--- src/rtl/mpd_pkg.sv ---
package mpd_pkg;

    typedef enum logic [1:0] {
        ST_IDLE,
        ST_DATA,
        ST_CMD,
        ST_PARAM
    } mode_e;

    typedef enum logic [3:0] {
        OP_COL_LO,
        OP_COL_HI,
        OP_PAGE,
        OP_SKIP,
        OP_MIRROR,
        OP_ALLON,
        OP_INVERT,
        OP_ENABLE,
        OP_NOP,
        OP_UNKNOWN
    } op_e;

    localparam logic [7:0] CTRL_CMD  = 8'h80;
    localparam logic [7:0] CTRL_DATA = 8'h40;

endpackage

--- src/rtl/mpd_opcode_decode.sv ---
module mpd_opcode_decode
    import mpd_pkg::*;
(
    input  logic [7:0] opcode,
    output op_e        kind
);

    always_comb begin
        if (opcode <= 8'h0F)
            kind = OP_COL_LO;
        else if (opcode <= 8'h20)
            kind = OP_COL_HI;
        else if (opcode >= 8'h40 && opcode <= 8'h7F)
            kind = OP_NOP;
        else if (opcode >= 8'hB0 && opcode <= 8'hBF)
            kind = OP_PAGE;
        else if (opcode >= 8'hC0 && opcode <= 8'hC8)
            kind = OP_NOP;
        else begin
            case (opcode)
                8'h81, 8'hA8, 8'hAD, 8'hD3, 8'hD5,
                8'hD8, 8'hD9, 8'hDA, 8'hDB:   kind = OP_SKIP;
                8'hA0, 8'hA1:                 kind = OP_MIRROR;
                8'hA4, 8'hA5:                 kind = OP_ALLON;
                8'hA6, 8'hA7:                 kind = OP_INVERT;
                8'hAE, 8'hAF:                 kind = OP_ENABLE;
                8'hE3:                        kind = OP_NOP;
                default:                      kind = OP_UNKNOWN;
            endcase
        end
    end

endmodule

--- src/rtl/mpd_mode_fsm.sv ---
module mpd_mode_fsm
    import mpd_pkg::*;
(
    input  logic       clk,
    input  logic       rst,
    input  logic       byte_valid,
    input  logic [7:0] byte_data,
    input  logic       xfer_end,
    input  op_e        op_kind,
    output mode_e      mode,
    output logic       data_take,
    output logic       cmd_take,
    output logic       ctrl_err
);

    mode_e state_q, state_d;

    // state register
    always_ff @(posedge clk) begin
        if (rst) state_q <= ST_IDLE;
        else     state_q <= state_d;
    end

    always_comb begin
        state_d = state_q;
        if (byte_valid) begin
            unique case (state_q)
                ST_IDLE: begin
                    if (byte_data == CTRL_CMD)       state_d = ST_CMD;
                    else if (byte_data == CTRL_DATA) state_d = ST_DATA;
                end
                ST_DATA:  state_d = ST_DATA;
                ST_CMD:   state_d = (op_kind == OP_SKIP) ? ST_PARAM : ST_IDLE;
                ST_PARAM: state_d = ST_CMD;
            endcase
        end
        if (xfer_end) state_d = ST_IDLE;
    end

    // outputs
    always_comb begin
        mode      = state_q;
        data_take = byte_valid && (state_q == ST_DATA);
        cmd_take  = byte_valid && (state_q == ST_CMD);
    end

    always_ff @(posedge clk) begin
        if (rst)
            ctrl_err <= 1'b0;
        else
            ctrl_err <= byte_valid && (state_q == ST_IDLE) &&
                        (byte_data != CTRL_CMD) && (byte_data != CTRL_DATA);
    end

    a_r1_err_stays_idle: assert property (@(posedge clk) disable iff (rst)
        ctrl_err |-> (state_q == ST_IDLE));

    a_r8_end_forces_idle: assert property (@(posedge clk) disable iff (rst)
        xfer_end |=> (state_q == ST_IDLE));

    a_r5_param_returns: assert property (@(posedge clk) disable iff (rst)
        (state_q == ST_PARAM && byte_valid && !xfer_end) |=> (state_q == ST_CMD));

endmodule

--- src/rtl/mpd_wr_port.sv ---
module mpd_wr_port #(
    parameter int COLS  = 132,
    parameter int PAGES = 8,
    parameter int AW    = 11,
    parameter int PW    = 3
) (
    input  logic          clk,
    input  logic          rst,
    input  logic          take,
    input  logic [7:0]    col,
    input  logic [PW-1:0] page,
    input  logic [7:0]    wdata,
    output logic          accept,
    output logic          fb_we,
    output logic [AW-1:0] fb_addr,
    output logic [7:0]    fb_wdata
);

    localparam int DEPTH = COLS * PAGES;

    logic [AW-1:0] addr_d;

    always_comb begin
        accept = take && (int'(col) < COLS);
        addr_d = AW'(page) * AW'(COLS) + AW'(col);
    end

    always_ff @(posedge clk) begin
        if (rst) begin
            fb_we    <= 1'b0;
            fb_addr  <= '0;
            fb_wdata <= '0;
        end else begin
            fb_we <= accept;
            if (accept) begin
                fb_addr  <= addr_d;
                fb_wdata <= wdata;
            end
        end
    end

    a_r2_addr_in_range: assert property (@(posedge clk) disable iff (rst)
        fb_we |-> (int'(fb_addr) < DEPTH));

endmodule

--- src/rtl/mono_panel_decoder.sv ---
module mono_panel_decoder
    import mpd_pkg::*;
#(
    parameter int COLS  = 132,
    parameter int PAGES = 8,
    localparam int AW   = $clog2(COLS * PAGES),
    localparam int PW   = $clog2(PAGES)
) (
    input  logic          clk,
    input  logic          rst,
    input  logic          byte_valid,
    input  logic [7:0]    byte_data,
    input  logic          xfer_end,
    input  logic          redraw_clr,
    output logic          fb_we,
    output logic [AW-1:0] fb_addr,
    output logic [7:0]    fb_wdata,
    output logic [7:0]    col_ptr,
    output logic [PW-1:0] page_ptr,
    output logic          disp_en,
    output logic          disp_inv,
    output logic          disp_allon,
    output logic          disp_mirror,
    output logic          redraw,
    output logic          ctrl_err,
    output logic          unk_cmd
);

    op_e   op_kind;
    mode_e mode;
    logic  data_take, cmd_take, accept;

    mpd_opcode_decode u_dec (
        .opcode (byte_data),
        .kind   (op_kind)
    );

    mpd_mode_fsm u_fsm (
        .clk        (clk),
        .rst        (rst),
        .byte_valid (byte_valid),
        .byte_data  (byte_data),
        .xfer_end   (xfer_end),
        .op_kind    (op_kind),
        .mode       (mode),
        .data_take  (data_take),
        .cmd_take   (cmd_take),
        .ctrl_err   (ctrl_err)
    );

    mpd_wr_port #(
        .COLS  (COLS),
        .PAGES (PAGES),
        .AW    (AW),
        .PW    (PW)
    ) u_wr (
        .clk      (clk),
        .rst      (rst),
        .take     (data_take),
        .col      (col_ptr),
        .page     (page_ptr),
        .wdata    (byte_data),
        .accept   (accept),
        .fb_we    (fb_we),
        .fb_addr  (fb_addr),
        .fb_wdata (fb_wdata)
    );

    always_ff @(posedge clk) begin
        if (rst) begin
            col_ptr     <= '0;
            page_ptr    <= '0;
            disp_en     <= 1'b0;
            disp_inv    <= 1'b0;
            disp_allon  <= 1'b0;
            disp_mirror <= 1'b0;
            unk_cmd     <= 1'b0;
        end else begin
            unk_cmd <= 1'b0;
            if (accept)
                col_ptr <= col_ptr + 8'd1;
            if (cmd_take) begin
                unique case (op_kind)
                    OP_COL_LO:  col_ptr[3:0] <= byte_data[3:0];
                    OP_COL_HI:  col_ptr[7:4] <= byte_data[3:0];
                    OP_PAGE:    page_ptr     <= byte_data[PW-1:0];
                    OP_MIRROR:  disp_mirror  <= byte_data[0];
                    OP_ALLON:   disp_allon   <= byte_data[0];
                    OP_INVERT:  disp_inv     <= byte_data[0];
                    OP_ENABLE:  disp_en      <= byte_data[0];
                    OP_UNKNOWN: unk_cmd      <= 1'b1;
                    default: ;
                endcase
            end
        end
    end

    always_ff @(posedge clk) begin
        if (rst)             redraw <= 1'b0;
        else if (accept)     redraw <= 1'b1;
        else if (redraw_clr) redraw <= 1'b0;
    end

    a_r3_col_step: assert property (@(posedge clk) disable iff (rst)
        fb_we |-> (col_ptr == 8'($past(col_ptr) + 8'd1)));

    a_r9_redraw_on_write: assert property (@(posedge clk) disable iff (rst)
        fb_we |-> redraw);

    a_r2_drop_past_end: assert property (@(posedge clk) disable iff (rst)
        (mode == ST_DATA && byte_valid && int'(col_ptr) >= COLS) |=> !fb_we);

    a_r7_unknown_no_flags: assert property (@(posedge clk) disable iff (rst)
        unk_cmd |-> ($stable(disp_en) && $stable(disp_inv) &&
                     $stable(disp_allon) && $stable(disp_mirror) && $stable(page_ptr)));

endmodule

--- config.mk ---
export PLATFORM = sky130hd
export DESIGN_NAME = mono_panel_decoder
export DESIGN_NICKNAME = d
export VERILOG_FILES = /design/src/rtl/mpd_pkg.sv /design/src/rtl/mpd_opcode_decode.sv /design/src/rtl/mpd_mode_fsm.sv /design/src/rtl/mpd_wr_port.sv /design/src/rtl/mono_panel_decoder.sv
export SDC_FILE = /design/constraint.sdc
export NUM_CORES = 1
export LEC_CHECK = 0
export BUFFER_PORTS_ARGS = -buffer_cell sky130_fd_sc_hd__buf_2
export CORE_MARGIN = 2
export CORE_UTILIZATION = 55
export CTS_BUF_LIST = sky130_fd_sc_hd__clkbuf_16
export DETAILED_ROUTE_END_ITERATION = 8
export PLACE_DENSITY = 0.87
export SLEW_MARGIN = 10
export SYNTH_ARGS = -nofsm -noshare
export SYNTH_HDL_FRONTEND = slang
export SYNTH_SLANG_ARGS = --single-unit
--- constraint.sdc ---
create_clock -name clk -period 2.45 [get_ports clk]
set_clock_uncertainty 0.15 [all_clocks]
set_input_delay 0.245 -clock clk [delete_from_list [all_inputs] [get_ports clk]]
set_output_delay 0.245 -clock clk [all_outputs]
set_load 0.02 [all_outputs]
==> flow_summary.yaml <==
global_route:
  grt_overflow: 0
  groute.usage.overall_pct: 21.8
  grt_first_pass_wirelength_um: 9030
  grt_max_degree: 34
  antenna_found_initial: 0
  grt_pass1_vias: 1945
status:
  run_status: "complete, no violations"
timing:
  slew_viol_final: 0
  fin_tns_setup_ns: 0
  slew_headroom_pct: 64.6
  hold_violations: 0
  setup_slack_ns: 0.307
  fmax_ghz: 0.467
  worst_slew_pin_slew_ns: 0.531
  fin_crit_ns: 2.14
  rsz0062_at_grt: "no"
  whs_ns: 0.0847
  finalSetupViolCount: 0
  finalCritPeriodShare_pct: 87.5
hold_path:
  hold_path_depth: 3
  worstHoldStart: "redraw_clr"
  hold_path.class: "primary input to flop"
  whs_endpoint: "redraw"
synth:
  yosys_warnings: 0
  synth_top_area_cell: "dfxtp_1"
  synth_area_um2: 2460
  yosysUniqueCellTypes: 64
  synth_top_area_share_pct: 32.5
  synthesis.nets: 297
  yosysSeqAreaShare_pct: 32.5
  syn_avg_cell_area_um2: 8.86
  synth.area.top_cells: "dfxtp_1, nand2_1, mux2i_1, a21oi_1, nand2b_1"
  synthCells: 278
  synth_ff_type: "dfxtp_1"
  synthArstFlopShare_pct: 0
  synth_edf_count: 0
  ys_ff_latch: 40
floorplan:
  rows: 24
  coreArea_um2: 4320
  chipHeight_um: 70.9
  initial_core_util_pct: 56.9
  die_area_um2: 5030
  die_w_um: 70.9
  io_pins: 51
drt:
  drc: 0
  drt_wl_total_um: 5420
  dr.pass1.iters: 4
  drtIter0Drc: 159
  via_count: 2124
  drtAntennaViolNets: 0
  routedWlPerCell_um: 14.6
  routed_via_density: 5.73
final_layout:
  drive_gt1_share_pct: 25.1
  final_common_cell: "buf_2"
  area_delta_synth_final_pct: 13.4
  final_cell_mix: "buf_2, dfxtp_1, nand2_1"
  n_antenna_cell: 0
  nets: 337
  utilization_pct: 64.6
  n_fill_cell: 368
placed_design:
  portBuffers: 50
  post-dp-hpwl_um: 3900
  gp_congestion: 0.903
  pre_cts_ws_ns: 0.369
power:
  p_int_mw: 1.06
  power.density_nw_per_um2: 491
  power.share.clock_pct: 44.0
  comb_power_share_pct: 8.4
  p_sw_mw: 0.311
  p_seq_share_pct: 47.5
  switching_share_pct: 22.7
  p_leak_nw: 1.26
  ir_drop_mv: 0.392
  total_power_mw: 1.37
worst_setup_path:
  worstReg2RegEnd: "u_wr.fb_addr[8]"
  required_ns: 2.50
  ff2ff_path_depth: 8
  crit_fanout: 8
  regToRegSetupSlack_ns: 0.31
  end_kind: "flop"
  cp-start-kind: "flop"
  reg2reg_from: "col_ptr[2]"
  worst_ep_arrival_time_ns: 2.19
  critPathKind: "flop to flop"
clock_tree:
  cts_setup_buffers: 0
  cts_tree: "done"
  clk_pin_slew_ns: 0.06
  clock_latency_ns: 0.28
  htree_levels: 2
  cts_buffers: 5
  cts_root_buf: "clkbuf_16"
  clock-sinks: 40
  cts_buffer_depth: 2
flow_run:
  max_cap_violations: 0
==> metrics by stage <==
stage               std cells  instance area (um2)
finish                    371                 2790
global route              371                 2790
CTS                       371                 2790
detailed placement        362                 2650
global placement          362                 2650
floorplan                 278                 2460
==> sequential cells by signal (all words and copies together), names as in the netlist <==
| register | cells |
|---|---|
| u_wr.fb_wdata | 8 |
| u_wr.fb_we | 1 |
| u_wr.fb_addr | 11 |
| col_ptr | 8 |
| disp_en | 1 |
| unk_cmd | 1 |
| disp_mirror | 1 |
| page_ptr | 3 |
| redraw | 1 |
| disp_allon | 1 |
| u_fsm.mode | 2 |
| u_fsm.ctrl_err | 1 |
| disp_inv | 1 |
==> area by class of cell <==
class	instances	area (um2)	area share, %
Tap cell	52	65.1	2.33
Sequential cell	40	801	28.7
Clock buffer	5	125	4.48
Clock inverter	3	11.3	0.403
Multi-Input combinational cell	208	1470	52.6
Inverter	8	30.0	1.08
Timing Repair Buffer	55	290	10.4
==> worst max-delay path by stage <==
stage | cells after the start | startpoint | end
floorplan | 8 | col_ptr[2] | u_wr.fb_addr[8]
finish | 8 | col_ptr[2] | u_wr.fb_addr[8]
global placement | 8 | col_ptr[2] | u_wr.fb_addr[8]
detailed placement | 8 | col_ptr[2] | u_wr.fb_addr[8]
global route | 8 | col_ptr[2] | u_wr.fb_addr[8]
CTS | 8 | col_ptr[2] | u_wr.fb_addr[8]
==> synthesized netlist by cell type, types with 6 or more instances <==
library cell  count
nand2b_1         11
or3_1             6
a21o_1            6
mux2i_1          13
nor2_1           14
nand2_1          38
o21ai_0           6
buf_4             9
inv_1             8
a21oi_1          19
dfxtp_1          40
nand3_1          11
==> power by group through the flow <==
stage / clock network, mW / logic [mW] / registers [mW]
after floorplan: 0 / 0.0937 / 0.668
after global placement: 0 / 0.110 / 0.666
after detailed placement: 0 / 0.113 / 0.666
after CTS: 0.610 / 0.114 / 0.652
after global routing: 0.639 / 0.126 / 0.652
final: 0.604 / 0.116 / 0.652
==> cell families (layout without fill, tap and decap cells) <==
logic type,Yosys count,in the layout,synth area share [%]
xor gates and xnor gates,9,9,3.20
DFF,40,40,32.5
AOI/OAI and AO/OA,60,60,19.3
adders and majority gates,6,6,3.35
buffers and inverters,30,71,7.77
and+or+nand+nor,120,120,28.6
muxes,13,13,5.28
==> metal layers <==
layer	track usage (%)	routed length (um)
met4	6.71	89
met1	30.8	2580
met3	3.85	216
met5	0	0
met2	34.2	2530
==> worst max-delay path, cell delays in order (launching register included) <==
cell	delay, ns
dfxtp_1	0.46
ha_1	0.21
inv_1	0.05
fa_1	0.39
nor2b_1	0.21
o2111a_1	0.23
nor3_1	0.05
nand3b_1	0.16
a21oi_1	0.16
==> what timing repair did <==
item                                   4_1_cts  5_1_grt
resized for setup                            0        0
hold buffers                                 1        0
endpoints found under the hold margin        2        0
No activity file was read; power rests on OpenSTA's default activity.
